`src/rtl/ledwave_pkg.sv`:
```
package ledwave_pkg;
    localparam int WORD_W    = 32;
    localparam int PIX_W     = 24;
    localparam int BIT_IDX_W = $clog2(PIX_W);

    localparam int LO0_LSB = 0;
    localparam int LO0_W   = 6;
    localparam int HI0_LSB = 6;
    localparam int HI0_W   = 6;
    localparam int LO1_LSB = 16;
    localparam int LO1_W   = 5;
    localparam int HI1_LSB = 21;
    localparam int HI1_W   = 6;

    localparam int IDX_W   = 10;
    localparam int RST_LSB = 16;
    localparam int RST_W   = 16;
    localparam int TIM_W   = RST_W;

    localparam logic [2:0] RA_CTRL  = 3'd0;
    localparam logic [2:0] RA_BITT  = 3'd1;
    localparam logic [2:0] RA_FRAME = 3'd2;
    localparam logic [2:0] RA_FCFG  = 3'd3;
    localparam logic [2:0] RA_STAT  = 3'd4;
    localparam logic [2:0] RA_DATA  = 3'd5;

    typedef struct packed {
        logic [HI1_W-1:0] hi1;
        logic [LO1_W-1:0] lo1;
        logic [HI0_W-1:0] hi0;
        logic [LO0_W-1:0] lo0;
    } bit_timing_t;

    typedef enum logic [1:0] {
        ST_IDLE  = 2'd0,
        ST_HIGH  = 2'd1,
        ST_LOW   = 2'd2,
        ST_RESET = 2'd3
    } ser_state_e;
endpackage

```
`src/rtl/ledwave_fifo.sv`:
```
module ledwave_fifo #(
    parameter int WIDTH = 24,
    parameter int DEPTH = 32,
    parameter int LVL_W = $clog2(DEPTH + 1)
) (
    input  logic             clk,
    input  logic             rst_n,
    input  logic             push_i,
    input  logic [WIDTH-1:0] push_data_i,
    input  logic             pop_i,
    output logic [WIDTH-1:0] head_o,
    output logic [LVL_W-1:0] level_o,
    output logic             empty_o,
    output logic             full_o
);
    localparam int PTR_W = (DEPTH > 1) ? $clog2(DEPTH) : 1;
    localparam logic [PTR_W-1:0] LAST_PTR = PTR_W'(DEPTH - 1);

    typedef struct packed {
        logic [PTR_W-1:0] rd_ptr;
        logic [PTR_W-1:0] wr_ptr;
        logic [LVL_W-1:0] count;
    } fifo_t;

    fifo_t f_d, f_q;
    logic [WIDTH-1:0] mem_q [DEPTH];
    logic push_ok, pop_ok;

    assign empty_o = (f_q.count == '0);
    assign full_o  = (f_q.count == LVL_W'(DEPTH));
    assign level_o = f_q.count;
    assign head_o  = mem_q[f_q.rd_ptr];

    always_comb begin
        f_d     = f_q;
        push_ok = push_i && !full_o;
        pop_ok  = pop_i && !empty_o;
        if (push_ok) begin
            f_d.wr_ptr = (f_q.wr_ptr == LAST_PTR) ? '0 : f_q.wr_ptr + 1'b1;
        end
        if (pop_ok) begin
            f_d.rd_ptr = (f_q.rd_ptr == LAST_PTR) ? '0 : f_q.rd_ptr + 1'b1;
        end
        case ({push_ok, pop_ok})
            2'b10:   f_d.count = f_q.count + 1'b1;
            2'b01:   f_d.count = f_q.count - 1'b1;
            default: f_d.count = f_q.count;
        endcase
    end

    always_ff @(posedge clk) begin
        if (!rst_n) begin
            f_q <= '0;
        end else begin
            f_q <= f_d;
        end
    end

    always_ff @(posedge clk) begin
        if (push_ok) begin
            mem_q[f_q.wr_ptr] <= push_data_i;
        end
    end


    fifo_bound_chk: assert property (@(posedge clk) disable iff (!rst_n)
        f_q.count <= LVL_W'(DEPTH));


    pop_nonempty_chk: assert property (@(posedge clk) disable iff (!rst_n)
        pop_i |-> (f_q.count != '0));
endmodule

```
`src/rtl/ledwave_serial.sv`:
```
module ledwave_serial
    import ledwave_pkg::*;
(
    input  logic              clk,
    input  logic              rst_n,
    input  logic              start_i,
    input  bit_timing_t       timing_i,
    input  logic [IDX_W-1:0]  last_idx_i,
    input  logic [RST_W-1:0]  rst_len_i,
    input  logic              fifo_empty_i,
    input  logic [PIX_W-1:0]  fifo_head_i,
    output logic              pop_o,
    output logic              line_o,
    output logic              busy_o,
    output logic              done_o,
    output logic              underflow_o
);
    localparam logic [BIT_IDX_W-1:0] TOP_BIT = BIT_IDX_W'(PIX_W - 1);

    typedef struct packed {
        ser_state_e           state;
        logic [TIM_W-1:0]     cnt;
        logic [PIX_W-1:0]     shreg;
        logic [BIT_IDX_W-1:0] bit_idx;
        logic [IDX_W-1:0]     pix;
        logic                 line;
    } ser_t;

    localparam ser_t SER_RST = '{state: ST_IDLE, cnt: '0, shreg: '0,
                                 bit_idx: '0, pix: '0, line: 1'b0};

    ser_t s_d, s_q;

    function automatic logic [TIM_W-1:0] phase_len(input logic [TIM_W-1:0] v);
        return (v == '0) ? '0 : v - 1'b1;
    endfunction

    function automatic logic [TIM_W-1:0] high_len(input logic b, input bit_timing_t t);
        return phase_len(b ? TIM_W'(t.hi1) : TIM_W'(t.hi0));
    endfunction

    function automatic logic [TIM_W-1:0] low_len(input logic b, input bit_timing_t t);
        return phase_len(b ? TIM_W'(t.lo1) : TIM_W'(t.lo0));
    endfunction

    always_comb begin
        s_d         = s_q;
        pop_o       = 1'b0;
        done_o      = 1'b0;
        underflow_o = 1'b0;
        unique case (s_q.state)
            ST_IDLE: begin
                if (start_i) begin
                    if (fifo_empty_i) begin
                        underflow_o = 1'b1;
                    end else begin
                        pop_o       = 1'b1;
                        s_d.shreg   = fifo_head_i;
                        s_d.bit_idx = TOP_BIT;
                        s_d.pix     = '0;
                        s_d.cnt     = high_len(fifo_head_i[PIX_W-1], timing_i);
                        s_d.state   = ST_HIGH;
                    end
                end
            end
            ST_HIGH: begin
                if (s_q.cnt == '0) begin
                    s_d.cnt   = low_len(s_q.shreg[PIX_W-1], timing_i);
                    s_d.state = ST_LOW;
                end else begin
                    s_d.cnt = s_q.cnt - 1'b1;
                end
            end
            ST_LOW: begin
                if (s_q.cnt != '0) begin
                    s_d.cnt = s_q.cnt - 1'b1;
                end else if (s_q.bit_idx != '0) begin
                    s_d.shreg   = {s_q.shreg[PIX_W-2:0], 1'b0};
                    s_d.bit_idx = s_q.bit_idx - 1'b1;
                    s_d.cnt     = high_len(s_q.shreg[PIX_W-2], timing_i);
                    s_d.state   = ST_HIGH;
                end else if (s_q.pix == last_idx_i) begin
                    s_d.cnt   = phase_len(rst_len_i);
                    s_d.state = ST_RESET;
                end else if (fifo_empty_i) begin
                    underflow_o = 1'b1;
                    s_d.state   = ST_IDLE;
                end else begin
                    pop_o       = 1'b1;
                    s_d.shreg   = fifo_head_i;
                    s_d.bit_idx = TOP_BIT;
                    s_d.pix     = s_q.pix + 1'b1;
                    s_d.cnt     = high_len(fifo_head_i[PIX_W-1], timing_i);
                    s_d.state   = ST_HIGH;
                end
            end
            ST_RESET: begin
                if (s_q.cnt == '0) begin
                    done_o    = 1'b1;
                    s_d.state = ST_IDLE;
                end else begin
                    s_d.cnt = s_q.cnt - 1'b1;
                end
            end
            default: s_d.state = ST_IDLE;
        endcase
        s_d.line = (s_d.state == ST_HIGH);
    end

    always_ff @(posedge clk) begin
        if (!rst_n) begin
            s_q <= SER_RST;
        end else begin
            s_q <= s_d;
        end
    end

    assign line_o = s_q.line;
    assign busy_o = (s_q.state != ST_IDLE);


    uf_abandon_chk: assert property (@(posedge clk) disable iff (!rst_n)
        underflow_o |=> (!busy_o && !line_o));
endmodule

```
`src/rtl/ledwave_regs.sv`:
```
module ledwave_regs
    import ledwave_pkg::*;
#(
    parameter int DEPTH  = 32,
    parameter int CLK_NS = 42,
    parameter int LVL_W  = $clog2(DEPTH + 1)
) (
    input  logic              clk,
    input  logic              rst_n,
    input  logic              wr_i,
    input  logic [2:0]        addr_i,
    input  logic [WORD_W-1:0] wdata_i,
    output logic [WORD_W-1:0] rdata_o,
    input  logic [LVL_W-1:0]  level_i,
    input  logic              busy_i,
    input  logic              done_i,
    input  logic              underflow_i,
    output logic              start_o,
    output logic              push_o,
    output bit_timing_t       timing_o,
    output logic [IDX_W-1:0]  last_idx_o,
    output logic [RST_W-1:0]  rst_len_o,
    output logic              irq_o,
    output logic              dma_req_o
);
    localparam int DEF_HI0 = 336 / CLK_NS;
    localparam int DEF_LO0 = 840 / CLK_NS;
    localparam int DEF_HI1 = 882 / CLK_NS;
    localparam int DEF_LO1 = 294 / CLK_NS;
    localparam int DEF_RST = 300000 / CLK_NS;

    typedef struct packed {
        logic             gie;
        logic             die;
        bit_timing_t      timing;
        logic [IDX_W-1:0] last_idx;
        logic [RST_W-1:0] rst_len;
        logic [LVL_W-1:0] trig;
        logic             done;
        logic             uf;
    } regs_t;

    localparam regs_t REGS_RST = '{
        gie: 1'b0, die: 1'b0,
        timing: '{hi1: HI1_W'(DEF_HI1), lo1: LO1_W'(DEF_LO1),
                  hi0: HI0_W'(DEF_HI0), lo0: LO0_W'(DEF_LO0)},
        last_idx: '0, rst_len: RST_W'(DEF_RST),
        trig: LVL_W'(DEPTH / 2), done: 1'b0, uf: 1'b0};

    regs_t r_d, r_q;

    always_comb begin
        r_d     = r_q;
        start_o = 1'b0;
        push_o  = 1'b0;
        if (wr_i) begin
            case (addr_i)
                RA_CTRL: begin
                    start_o = wdata_i[0];
                    r_d.gie = wdata_i[1];
                    r_d.die = wdata_i[2];
                end
                RA_BITT: begin
                    r_d.timing.lo0 = wdata_i[LO0_LSB +: LO0_W];
                    r_d.timing.hi0 = wdata_i[HI0_LSB +: HI0_W];
                    r_d.timing.lo1 = wdata_i[LO1_LSB +: LO1_W];
                    r_d.timing.hi1 = wdata_i[HI1_LSB +: HI1_W];
                end
                RA_FRAME: begin
                    r_d.last_idx = wdata_i[IDX_W-1:0];
                    r_d.rst_len  = wdata_i[RST_LSB +: RST_W];
                end
                RA_FCFG: r_d.trig = wdata_i[LVL_W-1:0];
                RA_STAT: begin
                    if (wdata_i[0]) r_d.done = 1'b0;
                    if (wdata_i[1]) r_d.uf   = 1'b0;
                end
                RA_DATA: push_o = 1'b1;
                default: ;
            endcase
        end
        if (done_i)      r_d.done = 1'b1;
        if (underflow_i) r_d.uf   = 1'b1;
    end

    always_ff @(posedge clk) begin
        if (!rst_n) begin
            r_q <= REGS_RST;
        end else begin
            r_q <= r_d;
        end
    end

    always_comb begin
        rdata_o = '0;
        case (addr_i)
            RA_CTRL: begin
                rdata_o[1] = r_q.gie;
                rdata_o[2] = r_q.die;
                rdata_o[3] = busy_i;
            end
            RA_BITT: begin
                rdata_o[LO0_LSB +: LO0_W] = r_q.timing.lo0;
                rdata_o[HI0_LSB +: HI0_W] = r_q.timing.hi0;
                rdata_o[LO1_LSB +: LO1_W] = r_q.timing.lo1;
                rdata_o[HI1_LSB +: HI1_W] = r_q.timing.hi1;
            end
            RA_FRAME: begin
                rdata_o[IDX_W-1:0]        = r_q.last_idx;
                rdata_o[RST_LSB +: RST_W] = r_q.rst_len;
            end
            RA_FCFG: rdata_o[LVL_W-1:0] = r_q.trig;
            RA_STAT: begin
                rdata_o[0]          = r_q.done;
                rdata_o[1]          = r_q.uf;
                rdata_o[8 +: LVL_W] = level_i;
            end
            default: rdata_o = '0;
        endcase
    end

    assign timing_o   = r_q.timing;
    assign last_idx_o = r_q.last_idx;
    assign rst_len_o  = r_q.rst_len;
    assign irq_o      = r_q.done && r_q.gie && r_q.die;
    assign dma_req_o  = (level_i <= r_q.trig);


    done_rise_chk: assert property (@(posedge clk) disable iff (!rst_n)
        $rose(r_q.done) |-> $past(done_i));


    done_fall_chk: assert property (@(posedge clk) disable iff (!rst_n)
        $fell(r_q.done) |-> $past(wr_i && addr_i == RA_STAT && wdata_i[0]));


    uf_rise_chk: assert property (@(posedge clk) disable iff (!rst_n)
        $rose(r_q.uf) |-> $past(underflow_i));
endmodule

```
`src/rtl/ledwave_gen.sv`:
```
module ledwave_gen
    import ledwave_pkg::*;
#(
    parameter int FIFO_DEPTH = 32,
    parameter int CLK_NS     = 42
) (
    input  logic        clk,
    input  logic        rst_n,
    input  logic        bus_wr,
    input  logic [2:0]  bus_addr,
    input  logic [31:0] bus_wdata,
    output logic [31:0] bus_rdata,
    output logic        dma_req,
    output logic        irq,
    output logic        led_out
);
    localparam int LVL_W = $clog2(FIFO_DEPTH + 1);

    logic              start, push, pop, fifo_empty, fifo_full;
    logic              busy, frame_done, underflow;
    logic [PIX_W-1:0]  head;
    logic [LVL_W-1:0]  level;
    bit_timing_t       timing;
    logic [IDX_W-1:0]  last_idx;
    logic [RST_W-1:0]  rst_len;

    ledwave_regs #(.DEPTH(FIFO_DEPTH), .CLK_NS(CLK_NS), .LVL_W(LVL_W)) u_regs (
        .clk(clk), .rst_n(rst_n), .wr_i(bus_wr), .addr_i(bus_addr),
        .wdata_i(bus_wdata), .rdata_o(bus_rdata), .level_i(level),
        .busy_i(busy), .done_i(frame_done), .underflow_i(underflow),
        .start_o(start), .push_o(push), .timing_o(timing),
        .last_idx_o(last_idx), .rst_len_o(rst_len), .irq_o(irq),
        .dma_req_o(dma_req)
    );

    ledwave_fifo #(.WIDTH(PIX_W), .DEPTH(FIFO_DEPTH), .LVL_W(LVL_W)) u_fifo (
        .clk(clk), .rst_n(rst_n), .push_i(push),
        .push_data_i(bus_wdata[PIX_W-1:0]), .pop_i(pop), .head_o(head),
        .level_o(level), .empty_o(fifo_empty), .full_o(fifo_full)
    );

    ledwave_serial u_serial (
        .clk(clk), .rst_n(rst_n), .start_i(start), .timing_i(timing),
        .last_idx_i(last_idx), .rst_len_i(rst_len), .fifo_empty_i(fifo_empty),
        .fifo_head_i(head), .pop_o(pop), .line_o(led_out), .busy_o(busy),
        .done_o(frame_done), .underflow_o(underflow)
    );


    full_level_chk: assert property (@(posedge clk) disable iff (!rst_n)
        fifo_full |-> (level == LVL_W'(FIFO_DEPTH)));
endmodule

```
`config.mk`:
```
export PLATFORM = sky130hd
export DESIGN_NAME = ledwave_gen
export DESIGN_NICKNAME = d
export VERILOG_FILES = /design/src/rtl/ledwave_pkg.sv /design/src/rtl/ledwave_fifo.sv /design/src/rtl/ledwave_serial.sv /design/src/rtl/ledwave_regs.sv /design/src/rtl/ledwave_gen.sv
export SDC_FILE = /design/constraint.sdc
export NUM_CORES = 1
export LEC_CHECK = 0
export BUFFER_PORTS_ARGS = -buffer_cell sky130_fd_sc_hd__buf_2
export CAP_MARGIN = 5
export CORE_MARGIN = 2
export CORE_UTILIZATION = 25
export DETAILED_ROUTE_END_ITERATION = 12
export RECOVER_POWER = 50
export SETUP_SLACK_MARGIN = 0.4
export SLEW_MARGIN = 40
export SYNTH_ARGS = -nofsm -noshare
export SYNTH_HDL_FRONTEND = slang
export SYNTH_SLANG_ARGS = --single-unit
```
`constraint.sdc`:
```
create_clock -name clk -period 4.1 [get_ports clk]
set_input_delay 0.82 -clock clk [delete_from_list [all_inputs] [get_ports clk]]
set_output_delay 0.82 -clock clk [all_outputs]
set_load 0.02 [all_outputs]
```
==> results_dict.tcl <==
set metrics [dict create \
    final_util_pct 29.7 \
    syn_avg_cell_area_um2 16.7 \
    min_path_type "in -> reg" \
    fin_ws_ps 376 \
    drt_first_pass_iters 5 \
    yosysUniqueCellTypes 65 \
    slew_headroom_pct -29.7 \
    clock-root-buffer "clkbuf_16" \
    die_y_um 392 \
    routedWlPerCell_um 22.5 \
    cts_tree "done" \
    synth_commonest_cells "edfxtp_1, mux4_2, nand2_1, dfxtp_1, nor2_1" \
    violations "max-capacitance violations, max-slew violations" \
    hold_viol 0 \
    reg2reg_slack_ps 460 \
    gp_congestion 0.867 \
    grt_pass1_wl_mm 146 \
    cp_data_arrival_time_ps 2900 \
    die_w_um 392 \
    reg2reg_depth 15 \
    synthMostInstantiatedCell "edfxtp_1" \
    yosys.area.top_type "edfxtp_1" \
    drtIter0Drc 2106 \
    yosysWarnings 0 \
    synthArstFlopShare_pct 0 \
    hpwl_mm 61.0 \
    drive_above_1_share_pct 22.9 \
    hold_path_depth 3 \
    yosys_most_used_dff "edfxtp_1" \
    hold_start "bus_wdata[28]" \
    rr_startpoint "u_serial.s_q[47]" \
    rows 142 \
    drc_errors 0 \
    crit_type "in -> out" \
    cts.clk_slew.worst_paths_ps 60 \
    start_util_pct 25.1 \
    synth_edf_count 768 \
    finalSetupViolCount 0 \
    vias 21300 \
    core_area_um2 150000 \
    nNetsFinal 2453 \
    fin_skew_ps 64.7 \
    cts_buffer_depth 3 \
    io_pins 73 \
    synth.area.top_cells "edfxtp_1, mux4_2, dfxtp_1" \
    multi_input_area_um2 11600 \
    fill_cells 14700 \
    htree_num_levels 3 \
    cts_buffers 91 \
    io_buffers 70 \
    total_leakage_power_nw 13.6 \
    routed_wl_mm 101 \
    p_per_area_nw_per_um2 425 \
    fin_crit_sh_pct 90.8 \
    via_per_inst 4.75 \
    antenna_left 0 \
    ys_seq_area_share_pct 68.6 \
    cts_sinks 906 \
    max_cap_violations 17 \
    fin_crit_ps 3720 \
    outcome "finished, violations left" \
    antenna_found_initial 12 \
    rsz0062_at_grt "false" \
    ys_ff_latch 906 \
    max_freq_mhz 269 \
    dp_slack_ps 182 \
    syn_area_um2 37700 \
    area_delta_synth_final_pct 18.0 \
    grt-ovfl-total 0 \
    fin_tns_setup_ps 0 \
    critical_path_required_ps 3280 \
    grt_max_degree 121 \
    tightest_slew_ps 1950 \
    die_area_um2 154000 \
    placement.cell_area_um2 41400 \
    grt_usage_pct 12.9 \
    crit_fanout 22 \
    grt_pass1_vias 20900 \
    peakVddDrop_mv 0.292 \
    clk_latency_ps 680 \
    synth_top_area_share_pct 61.2 \
    seq_area_um2 25800 \
    cp-end-kind "primary output" \
    cp-start-kind "primary input" \
    final_area_um2 44400 \
    drv_slew 569 \
    syn_inst 2259 \
    worstHoldEndpoint "u_regs.rst_len_o[12]" \
    r2r_end "u_fifo.level_o[4]" \
]
==> worst max path at each step <==
stage,slack (ps),to,cells after the start,from
final,380,bus_rdata[26],6,bus_addr[1]
after detailed placement,180,u_fifo.level_o[5],14,u_serial.s_q[47]
after floorplan,420,u_fifo.level_o[4],17,u_serial.s_q[47]
after CTS,400,u_serial.s_q[47],14,flop
after global placement,190,u_fifo.level_o[5],14,u_serial.s_q[47]
after global routing,220,bus_rdata[26],6,bus_addr[1]
==> power breakdown <==
group | switching [mW] | internal (mW)
Combinational | 0.385 | 0.160
Clock | 3.59 | 4.71
Sequential | 0.0355 | 10.0
==> metrics by stage <==
| stage | cells | power, mW | hold WS, ps |
|---|---|---|---|
| floorplan | 2260 | 10.5 | 453 |
| global placement | 4297 | 10.8 | 479 |
| detailed placement | 4297 | 10.8 | 485 |
| CTS | 4471 | 19.0 | 326 |
| global route | 4479 | 19.4 | 353 |
| finish | 4479 | 18.9 | 366 |
==> critical path, cell delays in order <==
cell and delay, ps:
buf_2 120, buf_4 200, nor3b_1 210, clkbuf_1 950
a22o_1 370, buf_2 210
==> metal layers <==
layer	global-route usage, %	vias up	wire length [µm]
met1	17.8	11100	43900
met2	20.3	795	46800
met4	4.13	12	3150
li1	-	9191	-
met5	0	-	80
met3	2.67	196	6980
==> cells in the final DEF, fill, tap and decap left out, types with 15 or more instances in the layout <==
cell type and count:
clkbuf_16 91, buf_12 31, clkinv_1 16, a22o_1 15
clkbuf_1 61, o211ai_1 19, mux4_2 233, dfxtp_1 131
ha_1 26, nor2b_1 33, and2_1 28, o22ai_1 24
buf_4 53, xor2_1 32, a21oi_1 59, a21boi_0 39
inv_1 23, nor2_4 28, o21ai_0 53, nor2_1 89
nand3_1 33, xnor2_1 30, mux2i_1 61, buf_2 41
nor3_1 26, nand2_1 183, edfxtp_1 768
==> flip-flops by register name, indices dropped and copies added (netlist names), named ones only <==
register	cells
u_regs.last_idx_o	10
u_serial.s_q	57
u_serial.line_o	1
u_regs.timing_o	23
u_regs.rst_len_o	16
u_fifo.mem_q	768
u_regs.r_q	10
u_fifo.level_o	6
u_fifo.f_q	10
==> cells by family after synthesis <==
logic type               synth area share [%]
XOR/XNOR                                 1.44
adder cells (fa/ha/maj)                 0.997
multiplexers                             15.7
buffers and inverters                    1.62
AND/OR/NAND/NOR                          6.55
other                                 0.00996
AO/OA/AOI/OAI                            5.13
flip-flops                               68.6
==> area by class of cell <==
type | instances | area share (%)
sequential | 906 | 58.1
multi-input combinational | 1197 | 26.0
tap | 2016 | 5.68
clock buffer | 124 | 5.56
timing repair buffer | 164 | 3.23
clock inverter | 46 | 1.15
inverter | 25 | 0.222
antenna | 1 | 0.00563
==> repair_timing <==
item / in CTS / in global routing
resized for setup: 6 / 8
cloned: 0 / 0
setup buffers: 4 / 5
pin swaps: 5 / 5
hold buffers: 0 / 0
endpoints found under the setup margin: 10 / 15
Power figures use the tool's default switching activity.
